--- src/rtl/dacw_pkg.sv ---
package dacw_pkg;

    // Interface minimum times in nanoseconds
    localparam int T_CLK_PHASE_NS = 35;
    localparam int T_CLK_PER_NS   = 100;
    localparam int T_SYNC_SU_NS   = 10;
    localparam int T_DATA_SU_NS   = 35;
    localparam int T_TAIL_NS      = 45;
    localparam int T_SYNC_HI_NS   = 45;
    localparam int T_LOAD_PW_NS   = 50;
    localparam int T_CLR_PW_NS    = 20;

    // Nanoseconds to whole clock cycles, rounded up, never below one
    function automatic int ns2cyc(input int ns, input int mhz);
        int c;
        c = (ns * mhz + 999) / 1000;
        if (c < 1) c = 1;
        return c;
    endfunction

    function automatic int max2(input int a, input int b);
        return (a > b) ? a : b;
    endfunction

    typedef enum logic [2:0] {
        PH_IDLE,
        PH_LEAD,
        PH_LOW,
        PH_HIGH,
        PH_TAIL,
        PH_GAP
    } phase_e;

endpackage

--- src/rtl/dacw_tick_timer.sv ---
module dacw_tick_timer #(
    parameter int W = 4
) (
    input  logic         clk,
    input  logic         rst,
    input  logic         load,
    input  logic [W-1:0] load_val,
    output logic [W-1:0] cnt,
    output logic         expired
);
    always_ff @(posedge clk) begin
        if (rst)
            cnt <= '0;
        else if (load)
            cnt <= load_val;
        else if (cnt != '0)
            cnt <= cnt - 1'b1;
    end

    assign expired = (cnt == '0);
endmodule

--- src/rtl/dacw_shift_out.sv ---
module dacw_shift_out #(
    parameter int W = 16
) (
    input  logic         clk,
    input  logic         rst,
    input  logic         load,
    input  logic [W-1:0] load_val,
    input  logic         shift,
    output logic         msb
);
    logic [W-1:0] sh_q;

    always_ff @(posedge clk) begin
        if (rst)
            sh_q <= '0;
        else if (load)
            sh_q <= load_val;
        else if (shift)
            sh_q <= {sh_q[W-2:0], 1'b0};
    end

    assign msb = sh_q[W-1];
endmodule

--- src/rtl/dacw_clr_pulse.sv ---
module dacw_clr_pulse #(
    parameter int PULSE_C = 2
) (
    input  logic clk,
    input  logic rst,
    input  logic req,
    input  logic allow,
    output logic clr_n
);
    localparam int CW = $clog2(PULSE_C + 1);

    logic          pend_q;
    logic          act_q;
    logic [CW-1:0] cnt_q;

    always_ff @(posedge clk) begin
        if (rst) begin
            pend_q <= 1'b0;
            act_q  <= 1'b0;
            cnt_q  <= '0;
            clr_n  <= 1'b1;
        end else if (act_q) begin
            pend_q <= pend_q | req;
            if (cnt_q == '0) begin
                act_q <= 1'b0;
                clr_n <= 1'b1;
            end else begin
                cnt_q <= cnt_q - 1'b1;
            end
        end else if ((pend_q | req) && allow) begin
            pend_q <= 1'b0;
            act_q  <= 1'b1;
            clr_n  <= 1'b0;
            cnt_q  <= CW'(PULSE_C - 1);
        end else begin
            pend_q <= pend_q | req;
        end
    end
endmodule

--- src/rtl/dacw_ctrl.sv ---
module dacw_ctrl
    import dacw_pkg::*;
#(
    parameter int CLK_MHZ = 100,
    parameter int WORD_W  = 16
) (
    input  logic              clk,
    input  logic              rst,
    input  logic              wr_req,
    input  logic [WORD_W-1:0] wr_data,
    input  logic              wr_async,
    input  logic              clr_req,
    output logic              sclk,
    output logic              sync_n,
    output logic              sdin,
    output logic              ldac_n,
    output logic              clr_n,
    output logic              busy,
    output logic              done
);
    // Phase lengths in cycles
    localparam int LEAD_MIN = max2(ns2cyc(T_SYNC_SU_NS, CLK_MHZ), ns2cyc(T_DATA_SU_NS, CLK_MHZ));
    localparam int PHASE_C  = max2(max2(ns2cyc(T_CLK_PHASE_NS, CLK_MHZ),
                                        (ns2cyc(T_CLK_PER_NS, CLK_MHZ) + 1) / 2), LEAD_MIN);
    localparam int TAIL_C   = ns2cyc(T_TAIL_NS, CLK_MHZ);
    localparam int SHI_C    = ns2cyc(T_SYNC_HI_NS, CLK_MHZ);
    localparam int LPW_C    = ns2cyc(T_LOAD_PW_NS, CLK_MHZ);
    localparam int GAP_C    = max2(SHI_C, LPW_C);
    localparam int CLR_C    = ns2cyc(T_CLR_PW_NS, CLK_MHZ);
    localparam int MAX_C    = max2(max2(PHASE_C, TAIL_C), max2(GAP_C, CLR_C));
    localparam int CNT_W    = $clog2(MAX_C + 1);
    localparam int BIT_W    = $clog2(WORD_W);

    typedef struct packed {
        phase_e           ph;
        logic [BIT_W-1:0] bit_idx;
        logic             sclk;
        logic             sync_n;
        logic             ldac_n;
        logic             is_async;
        logic             done;
    } ctl_t;

    localparam ctl_t CTL_RST = '{ph: PH_IDLE, bit_idx: '0, sclk: 1'b1, sync_n: 1'b1,
                                 ldac_n: 1'b1, is_async: 1'b0, done: 1'b0};

    ctl_t             cur, nxt;
    logic             tmr_load;
    logic [CNT_W-1:0] tmr_val;
    logic [CNT_W-1:0] tmr_cnt;
    logic             tmr_exp;
    logic             sh_load;
    logic             sh_shift;
    logic             start;

    assign start = (cur.ph == PH_IDLE) && wr_req;

    always_comb begin
        nxt      = cur;
        nxt.done = 1'b0;
        tmr_load = 1'b0;
        tmr_val  = '0;
        sh_load  = 1'b0;
        sh_shift = 1'b0;
        unique case (cur.ph)
            PH_IDLE: if (wr_req) begin
                nxt.ph       = PH_LEAD;
                nxt.sync_n   = 1'b0;
                nxt.ldac_n   = wr_async;
                nxt.is_async = wr_async;
                nxt.bit_idx  = '0;
                tmr_load     = 1'b1;
                tmr_val      = CNT_W'(PHASE_C - 1);
                sh_load      = 1'b1;
            end
            PH_LEAD, PH_HIGH: if (tmr_exp) begin
                nxt.ph   = PH_LOW;
                nxt.sclk = 1'b0;
                tmr_load = 1'b1;
                tmr_val  = CNT_W'(PHASE_C - 1);
            end
            PH_LOW: if (tmr_exp) begin
                nxt.sclk = 1'b1;
                tmr_load = 1'b1;
                if (cur.bit_idx == BIT_W'(WORD_W - 1)) begin
                    nxt.ph  = PH_TAIL;
                    tmr_val = CNT_W'(TAIL_C - 1);
                end else begin
                    nxt.ph      = PH_HIGH;
                    nxt.bit_idx = cur.bit_idx + 1'b1;
                    sh_shift    = 1'b1;
                    tmr_val     = CNT_W'(PHASE_C - 1);
                end
            end
            PH_TAIL: if (tmr_exp) begin
                nxt.ph     = PH_GAP;
                nxt.sync_n = 1'b1;
                nxt.ldac_n = 1'b0;
                tmr_load   = 1'b1;
                tmr_val    = CNT_W'(GAP_C - 1);
            end
            PH_GAP: begin
                if (tmr_exp) begin
                    nxt.ph     = PH_IDLE;
                    nxt.ldac_n = 1'b1;
                    nxt.done   = 1'b1;
                end else if (cur.is_async && tmr_cnt == CNT_W'(GAP_C - LPW_C)) begin
                    nxt.ldac_n = 1'b1;
                end
            end
            default: nxt = CTL_RST;
        endcase
    end

    always_ff @(posedge clk) begin
        if (rst) cur <= CTL_RST;
        else     cur <= nxt;
    end

    dacw_tick_timer #(.W(CNT_W)) i_timer (
        .clk(clk), .rst(rst), .load(tmr_load), .load_val(tmr_val),
        .cnt(tmr_cnt), .expired(tmr_exp)
    );

    dacw_shift_out #(.W(WORD_W)) i_shift (
        .clk(clk), .rst(rst), .load(sh_load), .load_val(wr_data),
        .shift(sh_shift), .msb(sdin)
    );

    dacw_clr_pulse #(.PULSE_C(CLR_C)) i_clr (
        .clk(clk), .rst(rst), .req(clr_req), .allow(cur.sync_n && !start),
        .clr_n(clr_n)
    );

    assign sclk   = cur.sclk;
    assign sync_n = cur.sync_n;
    assign ldac_n = cur.ldac_n;
    assign busy   = (cur.ph != PH_IDLE);
    assign done   = cur.done;
endmodule

--- config.mk ---
export PLATFORM = sky130hd
export DESIGN_NAME = dacw_ctrl
export DESIGN_NICKNAME = d
export VERILOG_FILES = /design/src/rtl/dacw_pkg.sv /design/src/rtl/dacw_tick_timer.sv /design/src/rtl/dacw_shift_out.sv /design/src/rtl/dacw_clr_pulse.sv /design/src/rtl/dacw_ctrl.sv
export SDC_FILE = /design/constraint.sdc
export NUM_CORES = 1
export LEC_CHECK = 0
export BUFFER_PORTS_ARGS = -buffer_cell sky130_fd_sc_hd__buf_4
export CAP_MARGIN = 40
export CORE_MARGIN = 3
export CORE_UTILIZATION = 49
export CTS_CLUSTER_SIZE = 24
export DETAILED_ROUTE_END_ITERATION = 12
export PLACE_DENSITY_LB_ADDON = 0.08
export SLEW_MARGIN = 10
export SYNTH_ARGS = -nofsm -noshare
export SYNTH_HDL_FRONTEND = slang
export SYNTH_SLANG_ARGS = --single-unit
export TNS_END_PERCENT = 50
--- constraint.sdc ---
create_clock -name clk -period 2 [get_ports clk]
set_input_delay 0.3 -clock clk [delete_from_list [all_inputs] [get_ports clk]]
set_output_delay 0.3 -clock clk [all_outputs]
set_load 0.05 [all_outputs]
==> flow_summary.json, run 1 <==
{
  "status": "complete, no violations",
  "grt_overflow": 0,
  "antenna_found_initial": 0,
  "firstDrtPassIters": 4,
  "rsz0062_at_grt": "false",
  "worstPathCellList": "inv_1, nand2_1, buf_4",
  "crit_slowest_cell": "dfxtp_1",
  "seqPwrFrac_pct": 41.9,
  "hpwlAfterDp_mm": 2.354,
  "final_area_um2": 1977,
  "core_um2": 3178,
  "seq_area_frac_synth_pct": 41.27,
  "crit_fanout": 15,
  "total_power_w": 0.002398,
  "sw_frac_of_total_pct": 38.77,
  "worst-endpoint-arrival_ns": 1.53,
  "mostFrequentLayoutCell": "nor2_1",
  "root_buffer": "clkbuf_4",
  "synth.net_count": 210,
  "yosysWarningCount": 0,
  "io_pins": 28,
  "placed_cells_incl_taps": 248,
  "tritoncts": "yes",
  "min_path_type": "in -> reg",
  "grt_pass1_wl_mm": 5.457,
  "area_delta_synth_final_pct": 16.43,
  "slew_headroom_pct": 58.86,
  "numPortBuffers": 27,
  "worst_pin_slew_ns": 0.6162,
  "r2r_end": "i_shift.sh_q[1]",
  "syn_area_um2": 1698,
  "gp_congestion": 0.7432,
  "die_area_um2": 4207,
  "clkPwrFrac_pct": 14.9,
  "drc": 0,
  "comb_power_share_pct": 43.2,
  "cts_sinks": 35,
  "insertion_delay_ns": 0.33,
  "netlist-cell-type-count": 41,
  "critPathRequiredTime_ns": 1.70,
  "place_area_um2": 1901,
  "netlist_instances": 185,
  "ir_worst_vdd_v": 0.0006261,
  "powerDensity_nw_per_um2": 1213,
  "vias": 1368,
  "fin_crit_ns": 1.828,
  "drtIter0Drc": 65,
  "grt_pass1_vias": 1293,
  "syn_area_per_cell_um2": 9.178,
  "timing.rr.start": "i_timer.cnt[0]",
  "fin_worst_skew_ns": 0.01079,
  "layout-drive-gt1-share_pct": 30.99,
  "crit_path_end_kind": "output port",
  "final_nets": 237,
  "path_class": "reg -> out",
  "max_stage_delay_ns": 0.72,
  "cp-start-kind": "flip-flop",
  "core.rowCount": 20,
  "power.switching_w": 0.0009298,
  "top_layer_used": "met4",
  "worst_setup_path_startpoint": "cur[11]",
  "synth-edff-count": 0,
  "cts_hold_buf": 0,
  "cts_buffers": 5,
  "final_cell_mix": "nor2_1 (37), dfxtp_1 (35), buf_4 (33)",
  "setup_viol": 0,
  "wl_per_cell_um": 12.77,
  "r2r_cells": 7,
  "synth_top_flop_cell": "dfxtp_1",
  "cts_buffer_depth": 2,
  "viasPerCell": 5.323,
  "initial_utilization_pct": 53.43,
  "synthArstFlopShare_pct": 0,
  "drv_slew": 0,
  "cp.depth": 3,
  "crit_buf_inv": 2,
  "max_cap_viol_count": 0,
  "stdcell_count": 257,
  "grt_max_degree": 34,
  "holdPathStages": 3,
  "tns_ns": 0,
  "dr_wl_met3_um": 182,
  "crit_family": "flip-flops",
  "hold_ws_ns": 0.2223,
  "fin_crit_sh_pct": 91.39,
  "wl_met1_mm": 1.520,
  "ys_seq_elements": 35,
  "cts.reportedPaths.clkPinSlew_ns": 0.10,
  "die_h_um": 64.87,
  "reg2reg_slack_ns": 0.23,
  "routed_wl_mm": 3.281,
  "dr_wl_met2_mm": 1.534,
  "leakage_nw": 0.8418,
  "max_freq_mhz": 547.1,
  "finalHoldViolations": 0,
  "detail-route-antenna-nets": 0,
  "power.internal_w": 0.001468,
  "track_usage_pct": 16.57,
  "antenna_cells": 0,
  "dieWidth_um": 64.87,
  "htree_levels": 2,
  "crit_end": "busy"
}
[power by group through the flow]
stage / logic (W) / clock network, W / registers, W
6_report: 0.00104 / 0.000357 / 0.00100
5_1_grt: 0.00114 / 0.000401 / 0.00103
4_1_cts: 0.00101 / 0.000375 / 0.00100
3_5_place_dp: 0.000998 / 0 / 0.00102
3_3_place_gp: 0.000968 / 0 / 0.00101
2_1_floorplan: 0.000765 / 0 / 0.00104
[metrics by stage]
step           worst slack (ns)  utilization [%]
2_1_floorplan            0.2496                -
3_3_place_gp             0.1039            59.80
3_5_place_dp           -0.04107            59.80
4_1_cts                  0.1487            61.57
5_1_grt                 0.04071            62.20
6_report                 0.1722            62.20
[logic make-up after synthesis]
logic type / synth area share (%)
and+or+nand+nor: 23.14
xor gates and xnor gates: 2.064
AOI/OAI and AO/OA: 21.00
buffers and inverters: 7.221
DFF: 41.27
adders and majority gates: 2.948
muxes: 2.358
[flip-flops by register name, summed over array words and instances (netlist names), 2 cells and up]
register	count
i_shift.sh_q	16
cur	7
i_timer.cnt	3
i_clr.cnt_q	2
[worst min path at each step]
stage	from	endpoint	slack [ns]
finish	wr_data[0]	i_shift.sh_q[0]	0.22
global route	wr_data[0]	i_shift.sh_q[0]	0.23
CTS	wr_data[0]	i_shift.sh_q[0]	0.21
detailed placement	i_shift.sh_q[0]	i_shift.sh_q[0]	0.46
global placement	i_shift.sh_q[0]	i_shift.sh_q[0]	0.45
floorplan	wr_data[0]	i_shift.sh_q[0]	0.44
[Yosys cell counts (all sizes together), types with 5 or more instances]
master | count | area (um^2)
a21oi | 9 | 45.04
buf | 10 | 85.08
dfxtp | 35 | 700.7
inv | 6 | 22.52
nand2 | 6 | 22.52
nand3 | 5 | 25.02
nor2 | 42 | 170.2
nor2b | 5 | 31.28
nor3 | 6 | 30.03
o221a | 13 | 146.4
[worst register-to-register path, stage by stage (launching register included)]
cell and delay, ns:
dfxtp_1 0.31, inv_1 0.11, ha_1 0.21, nor3b_2 0.34
nand3_1 0.18, buf_4 0.21, mux2i_1 0.14, a211oi_2 0.21
[routing by layer]
layer  vias to the layer above  GRT usage (%)
li1                        712              -
met1                       615          19.89
met2                        36          27.33
met3                         5          4.333
met4                         0          7.916
met5                         -              0
[area by class of cell]
type	instances	area [um^2]
Inverter	6	22.52
Clock inverter	1	5.005
Fill cell	295	1201
Tap cell	44	55.05
Multi-Input combinational cell	130	880.8
Sequential cell	35	700.7
Clock buffer	7	45.04
Timing Repair Buffer	34	267.8
[what timing repair did]
action                                  4_1_cts  5_1_grt
buffers inserted                              0        1
endpoints found under the setup margin       12       12
pin swaps                                     0        0
gates resized for setup                       1        0
No activity file was read; power rests on OpenSTA's default activity.
==> run 2, diff against run 1 <==
--- a/config.mk
+++ b/config.mk
@@ -8,7 +8,7 @@
 export BUFFER_PORTS_ARGS = -buffer_cell sky130_fd_sc_hd__buf_4
 export CAP_MARGIN = 40
 export CORE_MARGIN = 3
-export CORE_UTILIZATION = 49
+export CORE_UTILIZATION = 55
 export CTS_CLUSTER_SIZE = 24
 export DETAILED_ROUTE_END_ITERATION = 12
 export PLACE_DENSITY_LB_ADDON = 0.08
==> run 2 against run 1 <==
Compared with the run above:
- sequential power about the same
- register-to-register slack worse by 0.08 ns
- highest routed layer unchanged
- largest power group is now registers
- maximum frequency down 1.0%
- critical path type is now reg -> reg
- non-clock buffer count down 1
- die area down 9.9%
==> flow_summary.json, run 2 (same netlist as run 1, synthesis figures left out) <==
{
  "numPortBuffers": 27,
  "track_usage_pct": 20.59,
  "cts_resized": 1,
  "io_pins": 28,
  "regArea_um2": 700.7,
  "hpwlAfterDp_mm": 2.390,
  "cts_sinks": 35,
  "insertion_delay_ns": 0.34,
  "tritoncts": "yes",
  "vias": 1357,
  "reg.largest.list": "i_shift.sh_q x16, cur x7, i_timer.cnt x3",
  "root_buffer": "clkbuf_4",
  "ir_worst_vdd_v": 0.0008296,
  "status": "complete, no violations",
  "critPathRequiredTime_ns": 2.29,
  "detail-route-antenna-nets": 0,
  "htree_levels": 2,
  "area_delta_synth_final_pct": 14.66,
  "viasPerCell": 5.607,
  "antenna_found_initial": 0,
  "finalHoldViolations": 0,
  "grt_pass1_vias": 1330,
  "placed_cells_incl_taps": 235,
  "fin_crit_sh_pct": 92.32,
  "grt_max_degree": 34,
  "grt_busiest_layer": "met2",
  "met2_usage_pct": 31.99,
  "powerDensity_nw_per_um2": 1228,
  "core_um2": 2853,
  "fill_cells": 249,
  "leakage_nw": 0.8380,
  "largest_register_ffs": 16,
  "crit_fanout": 13,
  "drv_slew": 0,
  "max_cap_viol_count": 0,
  "die_h_um": 61.56,
  "crit_path_end_kind": "flip-flop",
  "mostFrequentLayoutCell": "nor2_1",
  "multi_input_area_um2": 880.8,
  "rsz0062_at_grt": "false",
  "final_nets": 236,
  "die_area_um2": 3790,
  "routed_wl_mm": 3.344,
  "grt_use_met3_pct": 6.918,
  "initial_utilization_pct": 59.52,
  "fin_crit_ns": 1.846,
  "core.rowCount": 19,
  "cts.reportedPaths.clkPinSlew_ns": 0.10,
  "cts_hold_buf": 0,
  "slew_headroom_pct": 65.22,
  "drc": 0,
  "fin_worst_skew_ns": 0.007806,
  "hold_ws_ns": 0.2101,
  "layout-drive-gt1-share_pct": 31.28,
  "use_met1_pct": 25.99,
  "max_freq_mhz": 541.6,
  "wl_per_cell_um": 13.82,
  "grt_pass1_wl_mm": 5.733,
  "cp-start-kind": "flip-flop",
  "dieWidth_um": 61.56,
  "stdcell_count": 242,
  "path_class": "reg -> reg",
  "worst_pin_slew_ns": 0.5194,
  "firstDrtPassIters": 4,
  "min_path_type": "in -> reg",
  "drtIter0Drc": 84,
  "final_cell_mix": "nor2_1 (37), dfxtp_1 (35), buf_4 (33)",
  "cts_buffer_depth": 2,
  "antenna_cells": 0,
  "setup_viol": 0,
  "worst-endpoint-arrival_ns": 2.14,
  "gp_congestion": 0.7903,
  "postCtsSetupBuffers": 0,
  "cts_buffers": 5,
  "top_register": "i_shift.sh_q",
  "grt_overflow": 0
}
-- run 2: changes by cell type in the layout (fill, tap and decap cells not counted), sizes merged --
cell and change:
buf -1, clkbuf -1
-- run 2: layout make-up --
class	instances	share of cell area, %
clock inverters	1	0.2571
repair buffers	33	12.72
flip-flops and latches	35	35.99
multi-input cells	130	45.24
inverters	6	1.157
clock buffers	6	2.635
well taps	31	1.992
-- run 2: per-stage QoR --
step / TNS (ns) / worst slack, ns / power, W / area [um^2] / util (%)
finish: 0 / 0.1537 / 0.002390 / 1947 / 68.25
global route: 0 / 0.01185 / 0.002566 / 1947 / 68.25
CTS: 0 / 0.1310 / 0.002409 / 1947 / 68.25
detailed placement: -0.2612 / -0.02815 / 0.002003 / 1884 / 66.05
global placement: 0 / 0.1070 / 0.001962 / 1884 / 66.05
floorplan: 0 / 0.2496 / 0.001805 / 1698 / -
-- run 2: worst max-delay path: stages, from the launching register on --
cell     delay (ns)
dfxtp_1        0.31
inv_1          0.11
ha_1           0.22
nor2b_1        0.21
a31o_2         0.19
nor3b_4        0.47
o221a_2        0.29
-- run 2: worst paths after layout --
| check | from | to | slack, ns | cells after the start |
|---|---|---|---|---|
| worst min register to register | i_shift.sh_q[0] | i_shift.sh_q[0] | 0.48 | 2 |
| worst max-delay path | i_timer.cnt[0] | i_shift.sh_q[6] | 0.15 | 6 |
| worst min-delay path | wr_data[0] | i_shift.sh_q[0] | 0.21 | 3 |
| worst max register to register | i_timer.cnt[0] | i_shift.sh_q[6] | 0.15 | 6 |
-- run 2: routing by layer --
metal  vias up  part of all wire, %
li1        706                    -
met1       624                   48
met2        20                   47
met3         7                  3.9
met4         0                  1.8
met5         -                    0
-- run 2: report_power, final --
group | internal (W) | switching, W
clock | 0.000163 | 0.000231
sequential | 0.000866 | 0.000138
combinational | 0.000427 | 0.000565
